===== src/rtl/bbk_pkg.sv =====
// Package: shared register offsets, configuration layout and control bit
// positions for the bus breakpoint unit. Assumes a 3-bit word offset.
package bbk_pkg;
    localparam logic [2:0] OFF_AVAL = 3'd0;
    localparam logic [2:0] OFF_AMSK = 3'd1;
    localparam logic [2:0] OFF_CTRL = 3'd2;
    localparam logic [2:0] OFF_CFG  = 3'd3;
    localparam logic [2:0] OFF_STAT = 3'd4;

    // Bus control field positions
    localparam int CB_READ  = 0;
    localparam int CB_UPPER = 1;
    localparam int CB_LOWER = 2;
    localparam int CB_PROG  = 3;

    typedef struct packed {
        logic repeat_md;
        logic ctl_on;
        logic adr_on;
        logic arm;
    } bbk_cfg_t;

    localparam logic [2:0] BRK_LEVEL = 3'd7;
endpackage


===== src/rtl/bbk_cmp.sv =====
// Masked equality comparator. A mask bit of 1 excludes that bit. When the
// term is disabled the comparator always agrees. Purely combinational.
module bbk_cmp #(
    parameter int W = 32
) (
    input  logic         term_on,
    input  logic [W-1:0] ref_val,
    input  logic [W-1:0] ref_msk,
    input  logic [W-1:0] seen,
    output logic         agree
);
    // Compare only the bits that are not masked
    always_comb begin
        agree = !term_on || (((seen ^ ref_val) & ~ref_msk) == '0);
    end
endmodule


===== src/rtl/bbk_regs.sv =====
// Register file of the breakpoint unit: match values, masks, configuration,
// sticky hit flag and hit counter. Assumes DATA_W >= 2*CTRL_W and
// DATA_W >= CNT_W + 1. The hit input is the qualified hit of this cycle.
module bbk_regs
    import bbk_pkg::*;
#(
    parameter int DATA_W = 32,
    parameter int ADDR_W = 32,
    parameter int CTRL_W = 4,
    parameter int CNT_W  = 16
) (
    input  logic              clk,
    input  logic              rst_n,
    input  logic              wr,
    input  logic [2:0]        off,
    input  logic [DATA_W-1:0] wdata,
    input  logic              hit,
    output logic [ADDR_W-1:0] a_val,
    output logic [ADDR_W-1:0] a_msk,
    output logic [CTRL_W-1:0] c_val,
    output logic [CTRL_W-1:0] c_msk,
    output bbk_cfg_t          cfg,
    output logic              flag,
    output logic [CNT_W-1:0]  cnt,
    output logic [DATA_W-1:0] rdata
);
    localparam int CNT_LSB = DATA_W - CNT_W;

    logic wr_aval, wr_amsk, wr_ctrl, wr_cfg, clr_flag;

    // Decode the write strobes per register
    always_comb begin
        wr_aval  = wr && (off == OFF_AVAL);
        wr_amsk  = wr && (off == OFF_AMSK);
        wr_ctrl  = wr && (off == OFF_CTRL);
        wr_cfg   = wr && (off == OFF_CFG);
        clr_flag = wr && (off == OFF_STAT) && wdata[0];
    end

    // Match value and mask storage
    always_ff @(posedge clk) begin
        if (!rst_n) begin
            a_val <= '0;
            a_msk <= '0;
            c_val <= '0;
            c_msk <= '0;
        end else begin
            if (wr_aval) a_val <= wdata[ADDR_W-1:0];
            if (wr_amsk) a_msk <= wdata[ADDR_W-1:0];
            if (wr_ctrl) begin
                c_val <= wdata[CTRL_W-1:0];
                c_msk <= wdata[2*CTRL_W-1:CTRL_W];
            end
        end
    end

    // Configuration: a software write wins, otherwise a single-mode hit disarms
    always_ff @(posedge clk) begin
        if (!rst_n)                     cfg <= '0;
        else if (wr_cfg)                cfg <= bbk_cfg_t'(wdata[3:0]);
        else if (hit && !cfg.repeat_md) cfg.arm <= 1'b0;
    end

    // Sticky flag: a hit has priority over a clear
    always_ff @(posedge clk) begin
        if (!rst_n)        flag <= 1'b0;
        else if (hit)      flag <= 1'b1;
        else if (clr_flag) flag <= 1'b0;
    end

    // Hit counter, wraps at its width
    always_ff @(posedge clk) begin
        if (!rst_n)   cnt <= '0;
        else if (hit) cnt <= cnt + CNT_W'(1);
    end

    // Read-back mux for the addressed word
    always_comb begin
        rdata = '0;
        unique case (off)
            OFF_AVAL: rdata[ADDR_W-1:0] = a_val;
            OFF_AMSK: rdata[ADDR_W-1:0] = a_msk;
            OFF_CTRL: rdata[2*CTRL_W-1:0] = {c_msk, c_val};
            OFF_CFG:  rdata[3:0] = cfg;
            OFF_STAT: begin
                rdata[0] = flag;
                rdata[DATA_W-1:CNT_LSB] = cnt;
            end
            default:  rdata = '0;
        endcase
    end
endmodule


===== src/rtl/bus_brkpt_unit.sv =====
// Top of the bus breakpoint unit. It samples each completed bus cycle and
// requires both enabled comparator terms to agree. The hit flag drives the
// level-7 debug request. Assumes bus inputs are stable while bus_done is high.
module bus_brkpt_unit
    import bbk_pkg::*;
#(
    parameter int DATA_W = 32,
    parameter int ADDR_W = 32,
    parameter int CTRL_W = 4,
    parameter int CNT_W  = 16
) (
    input  logic              clk,
    input  logic              rst_n,
    input  logic              reg_wr,
    input  logic [2:0]        reg_addr,
    input  logic [DATA_W-1:0] reg_wdata,
    output logic [DATA_W-1:0] reg_rdata,
    input  logic              bus_done,
    input  logic [ADDR_W-1:0] bus_addr,
    input  logic [CTRL_W-1:0] bus_ctrl,
    output logic              dbg_irq,
    output logic [2:0]        irq_level
);
    logic [ADDR_W-1:0] a_val, a_msk;
    logic [CTRL_W-1:0] c_val, c_msk;
    bbk_cfg_t          cfg;
    logic              flag;
    logic [CNT_W-1:0]  hit_cnt;
    logic              a_ok, c_ok, hit;
    logic              cfg_arm, cfg_rep;

    bbk_regs #(.DATA_W(DATA_W), .ADDR_W(ADDR_W), .CTRL_W(CTRL_W), .CNT_W(CNT_W)) u_regs (
        .clk(clk), .rst_n(rst_n), .wr(reg_wr), .off(reg_addr), .wdata(reg_wdata),
        .hit(hit), .a_val(a_val), .a_msk(a_msk), .c_val(c_val), .c_msk(c_msk),
        .cfg(cfg), .flag(flag), .cnt(hit_cnt), .rdata(reg_rdata)
    );

    bbk_cmp #(.W(ADDR_W)) u_acmp (
        .term_on(cfg.adr_on), .ref_val(a_val), .ref_msk(a_msk), .seen(bus_addr), .agree(a_ok)
    );

    bbk_cmp #(.W(CTRL_W)) u_ccmp (
        .term_on(cfg.ctl_on), .ref_val(c_val), .ref_msk(c_msk), .seen(bus_ctrl), .agree(c_ok)
    );

    // Qualify the hit and drive the request outputs
    always_comb begin
        cfg_arm   = cfg.arm;
        cfg_rep   = cfg.repeat_md;
        hit       = cfg_arm && bus_done && a_ok && c_ok;
        dbg_irq   = flag;
        irq_level = flag ? BRK_LEVEL : 3'd0;
    end
endmodule


===== config.mk =====
export PLATFORM = sky130hd
export DESIGN_NAME = bus_brkpt_unit
export DESIGN_NICKNAME = d
export VERILOG_FILES = /design/src/rtl/bbk_pkg.sv /design/src/rtl/bbk_cmp.sv /design/src/rtl/bbk_regs.sv /design/src/rtl/bus_brkpt_unit.sv
export SDC_FILE = /design/constraint.sdc
export NUM_CORES = 1
export LEC_CHECK = 0
export ABC_AREA = 1
export CORE_MARGIN = 5
export CORE_UTILIZATION = 35
export DETAILED_ROUTE_END_ITERATION = 12
export GPL_TIMING_DRIVEN = 0
export HOLD_SLACK_MARGIN = 0.05
export PLACE_DENSITY = 0.66
export SLEW_MARGIN = 10
export SYNTH_ARGS = -nofsm -noshare
export SYNTH_HDL_FRONTEND = slang
export SYNTH_SLANG_ARGS = --single-unit

===== constraint.sdc =====
create_clock -name clk -period 2.6 [get_ports clk]
set_input_delay 0.26 -clock clk [delete_from_list [all_inputs] [get_ports clk]]
set_output_delay 0.26 -clock clk [all_outputs]
set_load 0.01 [all_outputs]

; Word-level counts from Yosys, hierarchy flattened
; Cells that the tools add are included.
[word_totals]
in_bits = 75
register_bits = 93
out_inout_bits = 36
wordCells = 51
[classes]
mux = 10
n_addsub = 1
n_eq_ne = 4
reduce_logical = 20
n_bitwise = 6
[op_table]
columns = cell, count
row1 = $pmux 16 s3, 1
row2 = $and 32x32->32, 1
row3 = $logic_not 32->1, 1
row4 = $not 32->32, 1
row5 = $xor 32x32->32, 1
row6 = $add 16x1->16 const B, 1
row7 = $pmux 8 s2, 1
row8 = $pmux 3 s4, 1
row9 = $pmux 4 s3, 1
row10 = $logic_and 1x1->1, 10
row11 = $eq 3x2->1 const B, 2
row12 = $pmux 1 s5, 1
row13 = $and 4x4->4, 1
row14 = $logic_not 4->1, 1
row15 = $mux 1, 4
row16 = $not 4->4, 1
row17 = $reduce_bool 2->1, 2
row18 = $xor 4x4->4, 1
row19 = $eq 3x1->1 const B, 1
row20 = $eq 3x3->1 const B, 1
row21 = $logic_not 1->1, 3
row22 = $logic_not 3->1, 1
row23 = $mux 3, 1
row24 = $logic_or 1x1->1, 2

; Longest topological paths before layout
; Gate-level depths: netlist of the first run.
[logic_depth]
depth_word = 9
mapped_depth = 13
mapped_depth_nobuf = 12

; Cells and area by module
; From an unflattened synthesis of the first run, not the netlist that was laid out.
[unflattened]
cells_unflattened = 748
area_unflattened_um2 = 4890.9
[modules_own_cells]
columns = mod, cells_each, n_inst, seq_area_each_um2, area_per_inst_um2
row1 = bbk_regs, 542, 1, 1861.8, 4013.8
row2 = bbk_cmp (u_acmp), 173, 1, 0.0, 739.5
row3 = bbk_cmp (u_ccmp), 27, 1, 0.0, 103.8
row4 = bus_brkpt_unit, 6, 1, 0.0, 33.8

; Worst setup path after synthesis of the first run
; No wires, ideal clock.
[synth_path]
kind = reg2reg
start = register u_regs.cnt[0]
end = register u_regs.cnt[12]
stages_incl_launch_ff = 7
setup_slack_ns = 1.147
arrival_time_ns = 1.382
period_less_slack_ns = 1.453
required_time_ns = 2.530
n_path_buf = 0
setup_ns = 0.070
cell_sequence = dfxtp_1 ha_1 nand3_1 nor4_1 xor2_1 nand3_1 a21oi_1
[synth_via]
elab_chain_len = 1
[synth_rtl]
columns = item, line
row1 = from (decl), bbk_regs.sv:24  ; output logic [CNT_W-1:0] cnt,
row2 = from (signal assigned), bbk_regs.sv:74  ; else if (hit) cnt <= cnt + CNT_W'(1);
row3 = $add 16x1->16, bbk_regs.sv:74
; No other way between the ends.
; A chain may end at the register's enable or synchronous reset.

; Worst setup path after layout of the first run
[layout_path]
start = input reg_addr[2]
end = output reg_rdata[6]
[layout_via]
elab_chain_len = 2
elab_cells_between_ends = 4
cone_classes = eq/ne (2) / mux (1) / reduce/logical (1)
[layout_rtl]
columns = item, line
row1 = from (decl), bus_brkpt_unit.sv:15  ; input logic [2:0] reg_addr,
row2 = "$eq 3x2->1, or another cell as far along", bbk_regs.sv:80  ; unique case (off)
row3 = $pmux 4 s3 (*), bbk_regs.sv:80
row4 = to (decl), bus_brkpt_unit.sv:17  ; output logic [DATA_W-1:0] reg_rdata,
; Every way passes the cells marked *; elsewhere a longest branch is shown, timed or not.

==> results of run 1 <==
[timing repair]
item                       in CTS  in global routing
hold buffers                    0                  0
setup endpoints to repair      18                 19
gates resized for setup         7                 18
[kinds of logic after synthesis]
| logic type | Yosys count | synth area share [%] |
|---|---|---|
| xor+xnor | 14 | 2.53 |
| simple gates | 257 | 22.8 |
| flops | 93 | 38.4 |
| compound gates | 205 | 23.6 |
| buf+inv | 152 | 12.4 |
| fa+ha+maj | 1 | 0.258 |
[cells in the mapped netlist, types with 3 or more instances]
| cell type | number |
|---|---|
| buf_4 | 4 |
| nand4_1 | 4 |
| a22oi_1 | 3 |
| nor3_1 | 3 |
| nor2_1 | 36 |
| xnor2_1 | 4 |
| a21oi_1 | 88 |
| inv_2 | 4 |
| o22ai_1 | 8 |
| clkbuf_1 | 26 |
| xor2_1 | 10 |
| buf_1 | 3 |
| dfxtp_1 | 93 |
| nand2_1 | 147 |
| nand3_1 | 54 |
| o21ai_0 | 77 |
| inv_1 | 110 |
| o221ai_1 | 23 |
[power by group through the flow]
stage          logic [mW]  registers (mW)  clock network, mW
2_1_floorplan       0.203            1.51                  0
3_3_place_gp        0.426            1.52                  0
3_5_place_dp        0.428            1.52                  0
4_1_cts             0.433            1.49               1.31
5_1_grt             0.482            1.49               1.37
6_report            0.437            1.49               1.31
[per-layer routing]
metal  vias up  part of all wire (%)
met4         0                   1.9
li1       2607                     -
met2       167                    46
met3        20                   6.1
met5         -                     0
met1      2404                    46
[registers in the layout, indices dropped and copies added (netlist names)]
| name | flops |
|---|---|
| u_regs.a_msk | 32 |
| u_regs.a_val | 32 |
| u_regs.cnt | 16 |
| u_regs.c_msk | 4 |
| u_regs.c_val | 4 |
| u_regs.cfg | 4 |
| u_regs.flag | 1 |
[worst min path at each step]
| stage | from | end | slack, ns | depth (start not counted) |
|---|---|---|---|---|
| after CTS | reg_wr | u_regs.cfg[2] | 0.33 | 3 |
| after global placement | u_regs.a_val[15] | u_regs.a_val[15] | 0.46 | 2 |
| final | reg_wr | u_regs.cfg[2] | 0.34 | 3 |
| after detailed placement | u_regs.a_msk[27] | u_regs.a_msk[27] | 0.47 | 2 |
| after floorplan | reg_wdata[1] | u_regs.cfg[1] | 0.43 | 2 |
| after global routing | reg_wr | u_regs.cfg[2] | 0.41 | 3 |
[worst register-to-register path, delay by kind of cell (launching register included)]
kind	cells	cell delay, ns
DFF	1	0.42
adders and majority gates	1	0.31
AOI/OAI and AO/OA	1	0.13
xor gates and xnor gates	1	0.18
and+or+nand+nor	3	0.62
[cell type report]
class / count / area share, %
multi-input cells: 477 / 36.9
flip-flops and latches: 93 / 28.7
repair buffers: 109 / 17.1
inverters: 116 / 6.71
clock buffers: 12 / 3.80
well taps: 180 / 3.47
plain buffers: 36 / 2.77
clock inverters: 2 / 0.539
[stage by stage]
step,hold slack [ns],TNS (ns),power [mW]
floorplan,0.425,0,1.72
global placement,0.462,-4.80,1.94
detailed placement,0.467,-5.33,1.95
CTS,0.334,0,3.23
global route,0.406,-0.0165,3.34
finish,0.343,0,3.23
==> flow_metrics.tcl, run 1 <==
set metrics [dict create \
    relSlewSlack_pct 61.9 \
    instances_no_fill 1025 \
    power_frac_seq_pct 46.1 \
    worst_skew_pair.late_latency_ns 0.35 \
    yosys-top-cells-area "dfxtp_1, nand2_1, a21oi_1" \
    synth-seq-cells 93 \
    place_area_sq_um 6160 \
    fin_nets 918 \
    initial_utilization_pct 35.3 \
    gr-usage-met2_pct 32.0 \
    antenna_found_initial 0 \
    drt-total-wl_um 16300 \
    cp-end-kind "output port" \
    clkSlewWorstSetupHoldPaths_ns 0.06 \
    final_cell_mix "nand2_1, inv_1, clkdlybuf4s50_1, dfxtp_1, a21oi_1" \
    ir_drop_uv 319 \
    multiInputGateArea_sq_um 2400 \
    p_leak_nw 2.59 \
    p_sw_mw 0.805 \
    path_common_cell "clkdlybuf4s50_1" \
    use_met3_pct 3.58 \
    fmaxAchievable_mhz 396 \
    core_sq_um 13700 \
    grt_pass1_wl_um 25400 \
    power.internal_mw 2.42 \
    fin_ws_ns 0.0748 \
    grt_overflow 0 \
    path_cells "clkdlybuf4s50_1, nor2_1, nand2_1, buf_4, clkbuf_4, o221ai_1, clkdlybuf4s50_1" \
    numClockSinks 93 \
    comb_power_share_pct 13.5 \
    worst_pin_slew_ns 0.572 \
    yosysWarnings 0 \
    dieWidth_um 128 \
    required_ns 2.34 \
    ys_seq_area_share_pct 38.4 \
    regArea_sq_um 1860 \
    die-height_um 128 \
    grt_use_met1_pct 27.0 \
    drtAntennaViolNets 0 \
    netlist_area_sq_um 4850 \
    synth_top_area_cell "dfxtp_1" \
    critical_path_buf_inv_count 4 \
    fin_crit_sh_pct 97.1 \
    io_buffers 109 \
    syn_nets 798 \
    drc 0 \
    synth_edf_count 0 \
    grt_max_degree 14 \
    wl_per_cell_um 15.9 \
    finish.utilization_pct 47.3 \
    cp.depth 7 \
    swShare_pct 24.9 \
    r2r_end "u_regs.cnt[12]" \
    cp_top_family "buffers and inverters" \
    endpoint "reg_rdata[6]" \
    r2r_cells 6 \
    cts_setup_buffers 0 \
    cpPeakStageDelay_ns 0.57 \
    maxSlewViolCount 0 \
    status "complete, no violations" \
    clkPwrFrac_pct 40.4 \
    fill_cells 1392 \
    worstPathArrival_ns 2.27 \
    num_vias 5198 \
    cts_tree "built" \
    synth_cells 722 \
    hpwlAfterDp_um 12300 \
    placed_cells 1011 \
    critPathSlowestCell "clkdlybuf4s50_1" \
    num_rows 43 \
    reg2reg_slack_ns 0.87 \
    first_pass_iters 5 \
    final.min_clock_period_ns 2.53 \
    vias_per_cell 5.07 \
    synth-main-ff-cell "dfxtp_1" \
    n_antenna_cell 0 \
    ctsLongestPathBuffers 2 \
    layout_commonest_cell "nand2_1" \
    cts_root_buffer "clkbuf_16" \
    critPathKind "in2out" \
    synth_top_area_share_pct 38.4 \
    grt-busiest-layer "met2" \
    crit_path_start_kind "primary input" \
    die_area_sq_um 16300 \
    drive_gt1_share_pct 5.09 \
    grt_pass1_vias 4810 \
    rsz0062_at_grt "true" \
    r2r-start "u_regs.cnt[1]" \
    h-tree-depth 3 \
    path_max_fanout 10 \
    hold_viol 0 \
    gp_congestion 0.835 \
    hp-class "in2reg" \
    grt_util_all_layers_pct 19.8 \
    setup_viol 0 \
    finClkSkew_ns 0.00560 \
    synth-async-reset-ratio_pct 0 \
    drv_cap 0 \
    numCtsBuffers 9 \
    drt-initial-drc-count 448 \
    place_ws_ns -0.517 \
    area_delta_synth_final_pct 34.0 \
    p_per_area_nw_per_um2 497 \
    startpoint "reg_addr[2]" \
    synth_cell_types 35 \
    fin_area_sq_um 6490 \
    ios 111 \
    syn-mean-instance-area_sq_um 6.71 \
]
Note: power is estimated with default switching activity, not from simulation.
==> run 2: changes to the inputs <==
--- a/config.mk
+++ b/config.mk
@@ -12,6 +12,7 @@
 export GPL_TIMING_DRIVEN = 0
 export HOLD_SLACK_MARGIN = 0.05
 export PLACE_DENSITY = 0.66
+export REMOVE_ABC_BUFFERS = 1
 export SLEW_MARGIN = 10
 export SYNTH_ARGS = -nofsm -noshare
 export SYNTH_HDL_FRONTEND = slang
==> flow_metrics.tcl, run 2 (same netlist as run 1, synthesis figures left out) <==
set metrics [dict create \
    die-height_um 128 \
    setup_viol 0 \
    num_rows 43 \
    first_pass_iters 5 \
    maxSlewViolCount 0 \
    crit_path_start_kind "primary input" \
    cp-end-kind "output port" \
    cts_tree "built" \
    h-tree-depth 3 \
    hold_viol 0 \
    drtAntennaViolNets 0 \
    gp_congestion 0.900 \
    status "complete, no violations" \
    dieWidth_um 128 \
    finish.utilization_pct 47.5 \
    core_sq_um 13700 \
    path_max_fanout 16 \
    vias_per_cell 4.93 \
    p_per_area_nw_per_um2 542 \
    clkPwrFrac_pct 46.0 \
    path_cells "clkdlybuf4s50_1, nor2_4, nand2_4, inv_1, nand2_1, o21ai_0, a221oi_1, o21ai_0, clkdlybuf4s50_1" \
    fin_crit_sh_pct 94.8 \
    ir_drop_uv 277 \
    instances_no_fill 999 \
    area_delta_synth_final_pct 34.4 \
    cpPeakStageDelay_ns 0.55 \
    power.internal_mw 2.73 \
    comb_power_share_pct 11.9 \
    antenna_found_initial 0 \
    n_antenna_cell 0 \
    holdWs_ns 0.428 \
    grt_pass1_vias 4664 \
    critical_path_buf_inv_count 3 \
    numClockSinks 93 \
    hp-class "in2reg" \
    worstPathArrival_ns 2.20 \
    fmaxAchievable_mhz 406 \
    required_ns 2.34 \
    die_area_sq_um 16300 \
    rsz0062_at_grt "false" \
    p_sw_mw 0.804 \
    drive_gt1_share_pct 5.37 \
    ios 111 \
    cp_top_family "buffers and inverters" \
    drt-total-wl_um 14300 \
    drc 0 \
    wl_per_cell_um 14.3 \
    drt-initial-drc-count 344 \
    worst_skew_pair.late_latency_ns 0.34 \
    initial_utilization_pct 35.3 \
    grt_pass1_wl_um 23100 \
    clkSlewWorstSetupHoldPaths_ns 0.06 \
    swShare_pct 22.8 \
    hpwlAfterDp_um 9870 \
    layout_commonest_cell "nand2_1" \
    final_cell_mix "nand2_1, inv_1, clkdlybuf4s50_1, dfxtp_1, a21oi_1" \
    grt_overflow 0 \
    fin_nets 890 \
    p_leak_nw 2.47 \
    cts_hold_buf 0 \
    critPathKind "in2out" \
    num_vias 4930 \
    reg_top3 "u_regs.a_msk: 32 flops, u_regs.a_val: 32 flops, u_regs.cnt: 16 flops" \
    cts_root_buffer "clkbuf_16" \
    relSlewSlack_pct 60.6 \
    grt_util_all_layers_pct 17.6 \
    ctsLongestPathBuffers 2 \
    io_buffers 110 \
    power_frac_seq_pct 42.1 \
    grt_max_degree 46 \
    numCtsBuffers 9 \
    placed_cells 979 \
    critPathSlowestCell "clkdlybuf4s50_1" \
    worst_pin_slew_ns 0.589 \
    finClkSkew_ns 0.00704 \
    drv_cap 0 \
    final.min_clock_period_ns 2.46 \
]
## run 2: power by group through the flow
stage / sequential, mW / clock, mW / combinational (mW)
4_1_cts: 1.49 / 1.66 / 0.419
3_5_place_dp: 1.52 / 0 / 0.407
6_report: 1.49 / 1.63 / 0.420
2_1_floorplan: 1.52 / 0 / 0.183
5_1_grt: 1.49 / 1.70 / 0.470
3_3_place_gp: 1.52 / 0 / 0.401
## run 2: timing repair
action / CTS / global route
setup endpoints to repair: 32 / 13
resized for setup: 8 / 1
gates cloned: 1 / 0
pin swaps: 1 / 1
buffers inserted: 2 / 1
## run 2: tightest hold or removal path, delay by kind of cell
kind	cells	cell delay [ns]
AOI/OAI and AO/OA	2	0.19
buffers and inverters	1	0.27
## run 2: final timing paths
check / endpoint / from / depth (start not counted) / slack (ns)
max: reg_rdata[0] / reg_addr[2] / 9 / 0.14
min: u_regs.a_msk[25] / rst_n / 3 / 0.43
max reg2reg: u_regs.cfg[0] / u_regs.c_val[0] / 9 / 0.85
min reg2reg: u_regs.a_val[15] / u_regs.a_val[15] / 2 / 0.47
## run 2: per-layer routing
metal  track usage (%)  share of wire, %  vias up
li1                  -                 -     2557
met1              22.8                46     2244
met2              29.8                47      108
met3              2.83               4.2       21
met4              6.18               1.9        0
met5                 0                 0        -
## run 2: area by class of cell
cell class | instances | area, sq um
clock inverter | 6 | 134
inverter | 116 | 440
clock buffer | 10 | 239
fill | 1392 | 7200
tap | 180 | 225
sequential | 93 | 1860
timing repair buffer | 116 | 1180
multi-input combinational | 478 | 2430
## run 2: through the flow
stage	setup TNS [ns]	instance area [sq um]	setup slack, ns	power, mW
after floorplan	0	4680	0.341	1.70
after global placement	-143.03	6010	-1.63	1.92
after detailed placement	-5.70	6080	-0.299	1.93
after CTS	0	6500	0.0484	3.56
after global routing	0	6520	0.0139	3.66
final	0	6520	0.136	3.53
